===== src/rtl/can_txctl_pkg.sv =====
package can_txctl_pkg;

    typedef enum logic [1:0] {
        TX_IDLE = 2'd0,
        TX_PEND = 2'd1,
        TX_XMIT = 2'd2
    } tx_state_e;

    typedef struct packed {
        tx_state_e st;
        logic      abort_held;
        logic      tcs;
        logic      irq;
    } txc_fsm_t;

    typedef struct packed {
        logic bo;
        logic es;
        logic rx;
    } txc_samp_t;

    localparam int unsigned STATUS_W = 8;

endpackage


===== src/rtl/txc_req_fsm.sv =====
module txc_req_fsm
    import can_txctl_pkg::*;
(
    input  logic      clk,
    input  logic      rst_n,
    input  logic      cmd_wr,
    input  logic      cmd_req,
    input  logic      cmd_abort,
    input  logic      eng_start,
    input  logic      eng_done,
    input  logic      eng_retry,
    input  logic      bus_off,
    output tx_state_e state,
    output logic      tcs,
    output logic      irq,
    output logic      go
);

    txc_fsm_t fsm_d, fsm_q;
    logic     accept;
    logic     abort_cmd;

    assign accept    = cmd_wr && cmd_req && !cmd_abort;
    assign abort_cmd = cmd_wr && cmd_abort;

    always_comb begin
        fsm_d     = fsm_q;
        fsm_d.irq = 1'b0;
        if (bus_off) begin
            fsm_d.st         = TX_IDLE;
            fsm_d.abort_held = 1'b0;
        end else begin
            case (fsm_q.st)
                TX_IDLE: begin
                    if (accept) begin
                        fsm_d.st  = TX_PEND;
                        fsm_d.tcs = 1'b0;
                    end
                end
                TX_PEND: begin
                    if (eng_start) begin
                        fsm_d.st         = TX_XMIT;
                        fsm_d.abort_held = abort_cmd;
                    end else if (abort_cmd) begin
                        fsm_d.st = TX_IDLE;
                    end
                end
                TX_XMIT: begin
                    if (abort_cmd) begin
                        fsm_d.abort_held = 1'b1;
                    end
                    if (eng_done) begin
                        fsm_d.st         = TX_IDLE;
                        fsm_d.tcs        = 1'b1;
                        fsm_d.abort_held = 1'b0;
                    end else if (eng_retry) begin
                        fsm_d.abort_held = 1'b0;
                        fsm_d.st = (fsm_q.abort_held || abort_cmd) ? TX_IDLE : TX_PEND;
                    end
                end
                default: begin
                    fsm_d.st = TX_IDLE;
                end
            endcase
        end
        fsm_d.irq = (fsm_q.st != TX_IDLE) && (fsm_d.st == TX_IDLE);
    end

    always_ff @(posedge clk or negedge rst_n) begin
        if (!rst_n) begin
            fsm_q <= '{st: TX_IDLE, abort_held: 1'b0, tcs: 1'b1, irq: 1'b0};
        end else begin
            fsm_q <= fsm_d;
        end
    end

    assign state = fsm_q.st;
    assign tcs   = fsm_q.tcs;
    assign irq   = fsm_q.irq;
    assign go    = (fsm_q.st == TX_PEND) && !bus_off;

    AST_REQ_LOCKS: assert property (@(posedge clk) disable iff (!rst_n)
        (accept && fsm_q.st == TX_IDLE && !bus_off) |=> (fsm_q.st == TX_PEND && !fsm_q.tcs));

    AST_NO_WITHDRAW: assert property (@(posedge clk) disable iff (!rst_n)
        (fsm_q.st == TX_PEND && cmd_wr && !cmd_req && !cmd_abort && !eng_start && !bus_off)
        |=> (fsm_q.st == TX_PEND));

    AST_ABORT_PEND: assert property (@(posedge clk) disable iff (!rst_n)
        (fsm_q.st == TX_PEND && abort_cmd && !eng_start && !bus_off)
        |=> (fsm_q.st == TX_IDLE && !fsm_q.tcs));

    AST_HELD_RETRY: assert property (@(posedge clk) disable iff (!rst_n)
        (fsm_q.st == TX_XMIT && fsm_q.abort_held && eng_retry && !eng_done && !bus_off)
        |=> (fsm_q.st == TX_IDLE && !fsm_q.tcs));

    AST_BUSOFF_DROP: assert property (@(posedge clk) disable iff (!rst_n)
        bus_off |=> (fsm_q.st == TX_IDLE));

endmodule


===== src/rtl/txc_warn_cmp.sv =====
module txc_warn_cmp #(
    parameter int unsigned CNT_W = 8,
    parameter int unsigned N_CNT = 2
) (
    input  logic [N_CNT-1:0][CNT_W-1:0] cnt,
    input  logic [CNT_W-1:0]            limit,
    output logic                        warn
);

    logic [N_CNT-1:0] hit;

    for (genvar i = 0; i < N_CNT; i++) begin : g_cmp
        assign hit[i] = (cnt[i] >= limit);
    end

    assign warn = |hit;

endmodule


===== src/rtl/txc_status.sv =====
module txc_status
    import can_txctl_pkg::*;
(
    input  logic                clk,
    input  logic                rst_n,
    input  logic                bus_off,
    input  logic                warn,
    input  logic                rx_active,
    input  tx_state_e           state,
    input  logic                tcs,
    input  logic                irq,
    input  logic                buf_wr,
    output logic [STATUS_W-1:0] status,
    output logic                buf_we
);

    txc_samp_t samp_d, samp_q;
    logic      released;
    logic      sending;

    always_comb begin
        samp_d    = samp_q;
        samp_d.bo = bus_off;
        samp_d.es = warn;
        samp_d.rx = rx_active;
    end

    always_ff @(posedge clk or negedge rst_n) begin
        if (!rst_n) begin
            samp_q <= '0;
        end else begin
            samp_q <= samp_d;
        end
    end

    assign released = (state == TX_IDLE);
    assign sending  = (state == TX_XMIT);
    assign status   = {samp_q.bo, samp_q.es, sending, samp_q.rx, tcs, released, 2'b00};
    assign buf_we   = buf_wr && released;

    AST_BUF_GATE: assert property (@(posedge clk) disable iff (!rst_n)
        buf_we |-> status[2]);

    AST_IRQ_EDGE: assert property (@(posedge clk) disable iff (!rst_n)
        irq |-> (status[2] && !$past(status[2])));

    AST_SEND_LOCKED: assert property (@(posedge clk) disable iff (!rst_n)
        status[5] |-> !status[2]);

endmodule


===== src/rtl/can_txctl.sv =====
module can_txctl
    import can_txctl_pkg::*;
#(
    parameter int unsigned CNT_W = 8
) (
    input  logic                clk,
    input  logic                rst_n,
    input  logic                cmd_wr,
    input  logic                cmd_req,
    input  logic                cmd_abort,
    input  logic                eng_start,
    input  logic                eng_done,
    input  logic                eng_retry,
    input  logic                rx_active,
    input  logic                bus_off,
    input  logic [CNT_W-1:0]    tx_err_cnt,
    input  logic [CNT_W-1:0]    rx_err_cnt,
    input  logic [CNT_W-1:0]    warn_limit,
    input  logic                buf_wr,
    output logic [STATUS_W-1:0] status,
    output logic                tx_irq,
    output logic                eng_go,
    output logic                buf_we
);

    localparam int unsigned N_CNT = 2;

    tx_state_e                   state;
    logic                        tcs;
    logic                        warn;
    logic [N_CNT-1:0][CNT_W-1:0] cnts;

    assign cnts = {rx_err_cnt, tx_err_cnt};

    txc_req_fsm u_fsm (
        .clk       (clk),
        .rst_n     (rst_n),
        .cmd_wr    (cmd_wr),
        .cmd_req   (cmd_req),
        .cmd_abort (cmd_abort),
        .eng_start (eng_start),
        .eng_done  (eng_done),
        .eng_retry (eng_retry),
        .bus_off   (bus_off),
        .state     (state),
        .tcs       (tcs),
        .irq       (tx_irq),
        .go        (eng_go)
    );

    txc_warn_cmp #(
        .CNT_W (CNT_W),
        .N_CNT (N_CNT)
    ) u_warn (
        .cnt   (cnts),
        .limit (warn_limit),
        .warn  (warn)
    );

    txc_status u_stat (
        .clk       (clk),
        .rst_n     (rst_n),
        .bus_off   (bus_off),
        .warn      (warn),
        .rx_active (rx_active),
        .state     (state),
        .tcs       (tcs),
        .irq       (tx_irq),
        .buf_wr    (buf_wr),
        .status    (status),
        .buf_we    (buf_we)
    );

endmodule


===== config.mk =====
export PLATFORM = sky130hd
export DESIGN_NAME = can_txctl
export DESIGN_NICKNAME = d
export VERILOG_FILES = /design/src/rtl/can_txctl_pkg.sv /design/src/rtl/txc_req_fsm.sv /design/src/rtl/txc_warn_cmp.sv /design/src/rtl/txc_status.sv /design/src/rtl/can_txctl.sv
export SDC_FILE = /design/constraint.sdc
export NUM_CORES = 1
export LEC_CHECK = 0
export ABC_AREA = 1
export BUFFER_PORTS_ARGS = -buffer_cell sky130_fd_sc_hd__buf_2
export CELL_PAD_IN_SITES_DETAIL_PLACEMENT = 0
export CELL_PAD_IN_SITES_GLOBAL_PLACEMENT = 1
export CORE_MARGIN = 1
export CORE_UTILIZATION = 25
export DETAILED_ROUTE_END_ITERATION = 8
export PLACE_DENSITY_LB_ADDON = 0.1
export SYNTH_ARGS = -nofsm -noshare
export SYNTH_HDL_FRONTEND = slang
export SYNTH_SLANG_ARGS = --single-unit

===== constraint.sdc =====
create_clock -name clk -period 1.4 [get_ports clk]
set_input_delay 0 -clock clk [delete_from_list [all_inputs] [get_ports clk]]
set_output_delay 0 -clock clk [all_outputs]
set_load 0.05 [all_outputs]

==> key figures, run 1 <==
Job
  – Maximum capacitance violations: 0

Yosys
  – Mean cell area of the mapped netlist: 6.90 sq um
  – Yosys synthesis warning count: 0
  – Synth cell types: 16
  – Post-synthesis sequential area ratio: 24.3%
  – Number of synthesized flops with an enable pin: 0
  – #FFs+latches synth: 8
  – Cell Area, Synth: 828 sq um
  – Top_reg_cell synth: dfrtp_1
  – Top cells by count, synth: 29 x nand2_1, 23 x inv_1, 16 x ha_1
  – Largest area contributor in the netlist: ha_1
  – Count leader, synth: nand2_1
  – Largest cells by area after synthesis: ha_1 24%, dfrtp_1 21%, nand2_1 13%
  – Share of synthesized flip-flops with an asynchronous set or reset: 100%
  – Top-area cell type share of the netlist area: 24.2%
  – Gate Count Post-Synth: 120

Floorplan
  – Core area: 0.00310 sq mm
  – Row cnt: 20
  – Total die area: 0.00355 sq mm
  – Initial core utilization: around a quarter
  – Chip Width: 59.6 um
  – DIE HEIGHT: 59.6 um
  – I/O pin count: 46

Finish
  – Layout fillers: 355
  – P&R area growth vs syn: 37.3%
  – FF+latch area: about 200 sq um
  – # diodes: 0
  – Final Non-Filler Cells: 210
  – Area occupied by multi-input gates: 518 sq um
  – Share of layout cells above drive strength 1: between 20 and 30%
  – Final #Nets: about 220

Critical path
  – CP Data Arrival Time: around 1.3 ns
  – Worst Path Buf+Inv: 2
  – Worst r2r path cells: 7
  – R2R setup slack: between 0.2 and 0.3 ns
  – Startpoint Class: flop
  – Cells along the critical path: inv_1, nand2_1, nor2_1, clkbuf_4
  – Reg2reg start: u_fsm.state[1]$_DFF_PN0_
  – CP max-delay cell: dfrtp_1
  – Crit path launch: u_fsm.state[1]$_DFF_PN0_
  – Max Fanout on Critical Path: 4
  – Top Family by Delay on Critical Path: flip-flops
  – CP peak stage delay: 0.41 ns
  – Crit path kind: reg2out
  – Critical R2R Capture: u_fsm.irq$_DFF_PN0_
  – CP endpoint kind: output pin
  – Critical Path RT: 1.40 ns

GRT
  – Largest net degree at the start of global routing: 9
  – Vias in the first global route: 734
  – First-pass GRT wire length: slightly below 3 mm
  – Initial antenna violation count: 0
  – GRT overflow: 0
  – Total track usage: 10.8%

Clocking
  – H-tree lvl count: 1
  – Worst-path clk slew: about 0.06 ns
  – Clk_lat worst skew: roughly 0.25 ns
  – Cts bufs inserted: 3
  – CTS Sinks: 8
  – CTS tree: done
  – Root Buffer: clkbuf_4
  – Worst-case clock buffer depth: 2

Routing
  – DRT antenna net count: 0
  – Routed wire length: about 1.7 mm
  – DRC: 0
  – Vias per cell: 3.96
  – Routed vias: about 830
  – 1st-pass router iterations: 4
  – Post-DR wirelength/cell: 8.30 um
  – Initial DRC Count: 24

Pwr
  – Maximum VDD drop: 0.231 mV
  – Leak: 0.679 nW
  – Pwr dens: about 640 mW/mm^2

Placement
  – Placed Cells: 203
  – Routability cong.: slightly above 0.8
  – Detailed placement HPWL: ~1.6 mm
  – IO Port Bufs: 43

Timing
  – Setup TNS Final: 0 ns
  – Clock Skew: 0.0162 ns
  – RSZ-0062 raised after global routing: false
  – Final Hold Fails: 0
  – Setup violators final: 0
  – Min Tclk post-route: about 1.3 ns
  – Max-slew violation count: 0
  – Fin crit share: between 90% and 100%
  – Fmax: ~770 MHz

Status
  – Status: completed

Min path
  – Hold Path Class: in2reg
  – Worst Hold Launch: eng_start
  – Hold path depth: 3
  – Hold path endpoint: u_fsm.state[1]$_DFF_PN0_
## sequential cells by signal (all words and copies together), names as in the netlist
name           count
u_stat.status      3
u_fsm.tcs          1
u_fsm.state        2
u_fsm.irq          1
u_fsm.fsm_q        1
## repair_timing
| item | 4_1_cts | 5_1_grt |
|---|---|---|
| hold buffers | 3 | 0 |
| endpoints found under the hold margin | 11 | 0 |
| resized for setup | 0 | 2 |
| setup buffers | 0 | 0 |
| setup endpoints to repair | 0 | 2 |
## through the flow
step	total power [mW]	instance area (sq um)	hold WS, ns	util [%]	setup slack (ns)
after floorplan	0.458	843	-0.296	-	0.0930
after global placement	0.546	1080	-0.147	34.7	0.294
after global routing	0.797	1140	0.0386	36.7	0.0103
after detailed placement	0.545	1080	-0.147	34.7	0.302
final	0.733	1140	0.0218	36.7	0.0958
after CTS	0.742	1130	0.0179	36.5	0.0775
## area by class of cell
class / instances / share of cell area (%)
Clock buffer: 4 / 2.31
Timing Repair Buffer: 46 / 22.0
Inverter: 23 / 7.59
Tap cell: 44 / 4.84
Sequential cell: 8 / 17.7
Multi-Input combinational cell: 85 / 45.5
## where the power goes
part	total, mW	internal (mW)	switching (mW)
clock	0.186	0.109	0.0772
combinational	0.295	0.109	0.186
sequential	0.252	0.247	0.00489
total	0.733	0.465	0.268
## cell families (layout without fill, tap and decap cells)
group	count (synthesis)	count (layout)	synth area share [%]
simple gates	51	51	25.5
flops	8	8	24.3
other cells	1	2	0.453
fa+ha+maj	16	16	24.2
compound gates	16	16	10.6
buf+inv	28	73	15.0
## tightest hold or removal path, stage by stage
cell,delay [ns]
buf_2,0.10
nand2_1,0.07
nand2_1,0.07
## layout by cell type, fill, tap and decap left out, types with 2 or more instances in the layout
cell type and n:
dfrtp_1 7, a21oi_1 9, inv_1 23, o21ai_0 4
conb_1 2, nor2_1 12, dlygate4sd3_1 3, nor3_1 2
o21a_1 2, buf_2 41, nand2_1 29, ha_1 16
nand3_1 5, clkbuf_4 5
## worst max-delay path by stage
stage                                          end  slack (ns)  depth (start not counted)
final                                       buf_we         0.1                          4
after global routing                        buf_we        0.01                          4
after floorplan                             buf_we        0.09                          3
after global placement    u_fsm.state[0]$_DFF_PN0_        0.29                          6
after CTS                                   buf_we        0.08                          4
after detailed placement       u_fsm.irq$_DFF_PN0_        0.30                          7
## per-layer routing
metal / global-route usage, % / share of wire, % / up-vias
li1: - / - / 468
met1: 14.7 / 52 / 330
met2: 17.8 / 41 / 34
met3: 2.18 / 7.2 / 0
met4: 1.99 / 0 / 0
met5: 0 / 0 / -
Note: power is estimated with default switching activity, not from simulation.
==> inputs of run 2 (changes only) <==
--- a/config.mk
+++ b/config.mk
@@ -7,12 +7,9 @@
 export LEC_CHECK = 0
 export ABC_AREA = 1
 export BUFFER_PORTS_ARGS = -buffer_cell sky130_fd_sc_hd__buf_2
-export CELL_PAD_IN_SITES_DETAIL_PLACEMENT = 0
-export CELL_PAD_IN_SITES_GLOBAL_PLACEMENT = 1
 export CORE_MARGIN = 1
 export CORE_UTILIZATION = 25
 export DETAILED_ROUTE_END_ITERATION = 8
-export PLACE_DENSITY_LB_ADDON = 0.1
 export SYNTH_ARGS = -nofsm -noshare
 export SYNTH_HDL_FRONTEND = slang
 export SYNTH_SLANG_ARGS = --single-unit
==> constraint.sdc (replaced) <==
create_clock -name clk -period 1.6 [get_ports clk]
set_input_delay 0 -clock clk [delete_from_list [all_inputs] [get_ports clk]]
set_output_delay 0 -clock clk [all_outputs]
set_load 0.05 [all_outputs]
==> key figures, run 2 (synthesis gave the netlist of run 1 again) <==
Finish
  – Commonest non-fill, non-tap cells in the layout: 43 x buf_2, 29 x nand2_1, 23 x inv_1
  – Area occupied by multi-input gates: 512 sq um
  – Layout fillers: 349
  – Largest register FFs: 3
  – Final #Nets: between 200 and 250
  – # diodes: 0
  – FF+latch area: ~200 sq um
  – Commonest non-fill, non-tap cell in the layout: buf_2
  – Share of layout cells above drive strength 1: between 20% and 30%
  – P&R area growth vs syn: 36.0%

Floorplan
  – Total die area: roughly 0.0035 sq mm
  – Core area: 0.00310 sq mm
  – Chip Width: 59.6 um
  – DIE HEIGHT: between 50 and 60 um
  – Row cnt: 20
  – Initial core utilization: 26.7%
  – I/O pin count: 46

Routing
  – DRT antenna net count: 0
  – Initial DRC Count: 12
  – Routed vias: 857
  – 1st-pass router iterations: 3
  – Post-DR wirelength/cell: slightly below 9 um
  – DRC: 0
  – Routed wire length: 1.83 mm
  – Vias per cell: 4.08

GRT
  – Initial antenna violation count: 0
  – Largest net degree at the start of global routing: 9
  – Total track usage: 11.3%
  – Vias in the first global route: approximately 740
  – First-pass GRT wire length: 2.93 mm
  – GRT overflow: 0

Pwr
  – Pwr dens: 574 mW/mm^2
  – Maximum VDD drop: between 0.15 and 0.2 mV
  – Tot Pwr: 0.646 mW
  – Leak: 0.679 nW

Critical path
  – Critical Path RT: 1.60 ns
  – CP endpoint kind: output pin
  – Top Family by Delay on Critical Path: flip-flops
  – Max Fanout on Critical Path: 4
  – Cells along the critical path: inv_1, nand2_1, nor2_1, buf_2
  – Startpoint Class: flop
  – Crit path kind: reg2out
  – CP peak stage delay: around 0.40 ns
  – R2R setup slack: 0.50 ns
  – CP max-delay cell: dfrtp_1
  – Worst Path Buf+Inv: 2
  – CP Data Arrival Time: 1.29 ns

Clocking
  – Worst-path clk slew: 0.06 ns
  – CTS Sinks: 8
  – CTS tree: done
  – H-tree lvl count: 1
  – Root Buffer: clkbuf_4
  – Cts bufs inserted: 3
  – Worst-case clock buffer depth: 2
  – Post-CTS Resized: 0
  – Clk_lat worst skew: 0.26 ns

Timing
  – Max-slew violation count: 0
  – Fmax: about 800 MHz
  – Min Tclk post-route: 1.29 ns
  – Setup TNS Final: 0 ns
  – Final Hold Fails: 0
  – Fin crit share: roughly 80%
  – Clock Skew: 0.0119 ns
  – Setup violators final: 0
  – RSZ-0062 raised after global routing: false

Min path
  – Hold Path Class: in2reg

Status
  – Status: completed

Placement
  – Routability cong.: 0.897
  – IO Port Bufs: 43
  – Detailed placement HPWL: 1.52 mm

Job
  – Maximum capacitance violations: 0
==> run 2: cell count changes in the layout (fill, tap and decap cells not counted), sizes merged <==
cell / delta
buf: +2
clkbuf: -2
==> run 2: per-layer routing <==
layer | wire [um] | share of wire (%) | vias up | track usage (%)
met5 | 0 | 0 | - | 0
met4 | 17 | 0.93 | 0 | 7.97
met3 | 113 | 6.2 | 2 | 1.97
met2 | 836 | 46 | 37 | 18.3
met1 | 865 | 47 | 352 | 13.3
li1 | - | - | 466 | -
==> run 2: worst paths after layout <==
check | depth (start not counted) | to | start
worst max-delay path | 4 | buf_we | u_fsm.state[0]$_DFF_PN0_
worst min-delay path | 3 | u_fsm.state[1]$_DFF_PN0_ | eng_start
worst max register to register | 6 | u_fsm.fsm_q[2]$_DFFE_PN0P_ | u_fsm.state[0]$_DFF_PN0_
worst min register to register | 2 | u_fsm.tcs$_DFFE_PN1P_ | u_fsm.tcs$_DFFE_PN1P_
max in group asynchronous | 2 | u_fsm.tcs$_DFFE_PN1P_ | rst_n
min in group asynchronous | 2 | u_fsm.irq$_DFF_PN0_ | rst_n
==> run 2: area by class of cell <==
class | instances | area share (%)
timing repair buffer | 46 | 21.8
inverter | 23 | 7.67
clock buffer | 4 | 2.33
sequential | 8 | 17.9
multi-input combinational | 85 | 45.4
tap | 44 | 4.89
==> run 2: report_power, final <==
group / leakage (nW) / switching, mW / internal (mW)
Sequential: 0.0996 / 0.00425 / 0.216
Combinational: 0.564 / 0.162 / 0.0938
Clock: 0.0150 / 0.0742 / 0.0957
==> run 2: timing repair <==
action / in CTS / in global routing
hold buffers: 3 / 0
hold endpoints to repair: 11 / 0
buffers inserted: 0 / 0
==> run 2: through the flow <==
stage | area, sq um | hold slack (ns) | std cells | util, % | worst slack (ns)
CTS | 1130 | 0.0247 | 210 | 36.3 | 0.302
floorplan | 837 | -0.296 | 121 | - | 0.0832
finish | 1130 | 0.0403 | 210 | 36.3 | 0.315
detailed placement | 1070 | -0.141 | 203 | 34.5 | 0.525
global route | 1130 | 0.0372 | 210 | 36.3 | 0.232
global placement | 1070 | -0.140 | 203 | 34.5 | 0.540
==> run 2: worst min-delay path: stages <==
cell and delay, ns:
buf_2 0.11, nand2_1 0.07, nand2_1 0.08
==> inputs of run 3 (changes only) <==
--- a/config.mk
+++ b/config.mk
@@ -5,7 +5,7 @@
 export SDC_FILE = /design/constraint.sdc
 export NUM_CORES = 1
 export LEC_CHECK = 0
-export ABC_AREA = 1
+export ABC_AREA = 0
 export BUFFER_PORTS_ARGS = -buffer_cell sky130_fd_sc_hd__buf_2
 export CORE_MARGIN = 1
 export CORE_UTILIZATION = 25
==> constraint.sdc (replaced) <==
create_clock -name clk -period 1.14 [get_ports clk]
set_input_delay 0 -clock clk [delete_from_list [all_inputs] [get_ports clk]]
set_output_delay 0 -clock clk [all_outputs]
set_load 0.05 [all_outputs]
==> key figures, run 3 <==
Yosys
  – Top_reg_cell synth: dfrtp_1
  – Count leader, synth: ha_1
  – Cell Area, Synth: 777 sq um
  – Top-area cell type share of the netlist area: between 20% and 30%
  – Post-synthesis sequential area ratio: between 20% and 30%
  – Yosys synthesis warning count: 0
  – Share of synthesized flip-flops with an asynchronous set or reset: 100%
  – Gate Count Post-Synth: 88
  – Mean cell area of the mapped netlist: 8.83 sq um
  – Largest area contributor in the netlist: ha_1
  – #FFs+latches synth: 8
  – Number of synthesized flops with an enable pin: 0
  – Largest cells by area after synthesis: ha_1 26%, dfrtp_1 23%, buf_4 4.8%
  – Synth cell types: 33
  – Top cells by count, synth: 16 x ha_1, 10 x inv_1, 7 x a21oi_1, 7 x dfrtp_1, 7 x nor2_1

Routing
  – Vias per cell: 4.85
  – Initial DRC Count: 16
  – DRT antenna net count: 0
  – Post-DR wirelength/cell: 11.7 um
  – DRC: 3
  – Routed vias: 844
  – Routed wire length: 2.04 mm
  – 1st-pass router iterations: 8

Timing
  – RSZ-0062 raised after global routing: true
  – Final setup margin: -0.0704 ns
  – Setup violators final: 8
  – Hold_ws: 0.0400 ns
  – Fin crit share: 106%
  – Min Tclk post-route: 1.21 ns
  – Fmax: 826 MHz
  – Max-slew violation count: 0
  – Clock Skew: 0.00670 ns
  – Final Hold Fails: 0

Finish
  – Area occupied by multi-input gates: slightly below 600 sq um
  – Final Non-Filler Cells: 174
  – Largest register FFs: 3
  – # diodes: 0
  – Final #Nets: approximately 200
  – Commonest non-fill, non-tap cell in the layout: buf_2
  – Layout fillers: 299
  – Commonest non-fill, non-tap cells in the layout: 35 x buf_2, 13 x ha_1, 9 x buf_4
  – Final Util: 45.3%
  – FF+latch area: 203 sq um
  – P&R area growth vs syn: 66.2%
  – Share of layout cells above drive strength 1: 52.4%

Clocking
  – CTS Sinks: 8
  – Root Buffer: clkbuf_4
  – Worst-case clock buffer depth: 2
  – Cts bufs inserted: 3
  – Worst-path clk slew: 0.06 ns
  – H-tree lvl count: 1
  – Clk_lat worst skew: 0.26 ns
  – CTS tree: done

Placement
  – Detailed placement HPWL: 1.67 mm
  – Placed Cells: 164
  – Routability cong.: between 0.8 and 0.9
  – IO Port Bufs: 43

Critical path
  – Critical Path RT: approximately 1.1 ns
  – Startpoint Class: flop
  – Crit path kind: reg2out
  – Critical R2R Capture: u_fsm.state[0]$_DFF_PN0_
  – CP max-delay cell: dfrtp_1
  – Reg2reg start: u_fsm.state[1]$_DFF_PN0_
  – Worst r2r path cells: 4
  – Crit path launch: u_fsm.state[1]$_DFF_PN0_
  – R2R setup slack: -0.05 ns
  – CP peak stage delay: 0.40 ns
  – Cells along the critical path: buf_4, nor2_4, and2_4, buf_8
  – CP Data Arrival Time: about 1.2 ns
  – Max Fanout on Critical Path: 4
  – CP endpoint: buf_we
  – CP endpoint kind: output pin

Min path
  – Hold Path Class: in2reg

Status
  – Failing checks: DRC, setup timing
  – Status: finished with violations

GRT
  – GRT overflow: 0
  – First-pass GRT wire length: 3.34 mm
  – Largest net degree at the start of global routing: 9
  – Initial antenna violation count: 0
  – Vias in the first global route: 850
  – Total track usage: roughly an eighth

Floorplan
  – I/O pin count: 46
  – Initial core utilization: 27.2%
  – Core area: 0.00285 sq mm
  – Row cnt: 19
  – DIE HEIGHT: 57.8 um
  – Chip Width: a little under 60 um
  – Total die area: between 0.003 and 0.004 sq mm

Pwr
  – Leak: 0.666 nW
  – Pwr dens: 760 mW/mm^2
  – Maximum VDD drop: 0.221 mV

Job
  – Maximum capacitance violations: 0
[run 3: power by group]
group | total, mW | internal (mW) | switching (mW)
Sequential | 0.310 | 0.301 | 0.00944
Clock | 0.236 | 0.134 | 0.102
Combinational | 0.436 | 0.204 | 0.232
Total | 0.981 | 0.639 | 0.343
[run 3: logic make-up (layout without fill, tap and decap cells)]
logic type	count (synthesis)	in the layout	share of synthesized area, %
and+or+nand+nor	28	28	20.8
AOI/OAI and AO/OA	20	20	17.4
adders and majority gates	16	16	25.8
buffers and inverters	15	69	9.66
DFF	8	8	25.9
other	1	2	0.483
[run 3: worst min-delay path by stage]
| stage | slack, ns | to | depth (start not counted) | from |
|---|---|---|---|---|
| 2_1_floorplan | -0.30 | u_fsm.fsm_q[2]$_DFFE_PN0P_ | 0 | rst_n |
| 3_3_place_gp | -0.14 | u_fsm.irq$_DFF_PN0_ | 1 | rst_n |
| 3_5_place_dp | -0.14 | u_stat.status[6]$_DFF_PN0_ | 1 | rst_n |
| 4_1_cts | 0.04 | u_fsm.tcs$_DFFE_PN1P_ | 3 | eng_done |
| 5_1_grt | 0.03 | u_fsm.state[1]$_DFF_PN0_ | 2 | bus_off |
| 6_report | 0.04 | u_fsm.state[1]$_DFF_PN0_ | 2 | bus_off |
[run 3: repair_timing]
item / in CTS / in global routing
pin swaps: 4 / 2
buffers inserted: 0 / 3
endpoints found under the hold margin: 10 / 0
endpoints found under the setup margin: 9 / 10
hold buffers: 3 / 0
gates resized for setup: 17 / 11
[run 3: layout make-up]
class                      count  share of cell area [%]
clock buffer                   4                    2.03
multi-input combinational     66                    45.6
timing repair buffer          55                    29.0
tap                           31                    3.00
inverter                      10                    4.65
sequential                     8                    15.7
[run 3: critical path, delay by kind of cell, from the launching register on]
family / cells / cell delay, ns
buffers and inverters: 2 / 0.30
flip-flops: 1 / 0.40
AND/OR/NAND/NOR: 2 / 0.25
[run 3: metrics by stage]
stage | worst slack (ns) | area (sq um) | total power, mW | setup TNS [ns]
after floorplan | -0.120 | 855 | 0.553 | -0.129
after global placement | -0.330 | 1120 | 0.684 | -0.486
after detailed placement | -0.360 | 1120 | 0.694 | -0.573
after CTS | -0.0856 | 1230 | 0.969 | -0.439
after global routing | -0.124 | 1290 | 1.06 | -0.746
final | -0.0704 | 1290 | 0.981 | -0.325
[run 3: layer usage]
metal  share of wire (%)  track usage [%]  wire, um
met1                  38             13.3       766
met2                  49             24.3       999
met3                 8.9             2.68       181
met4                 4.3             9.18        87
met5                   0                0         0
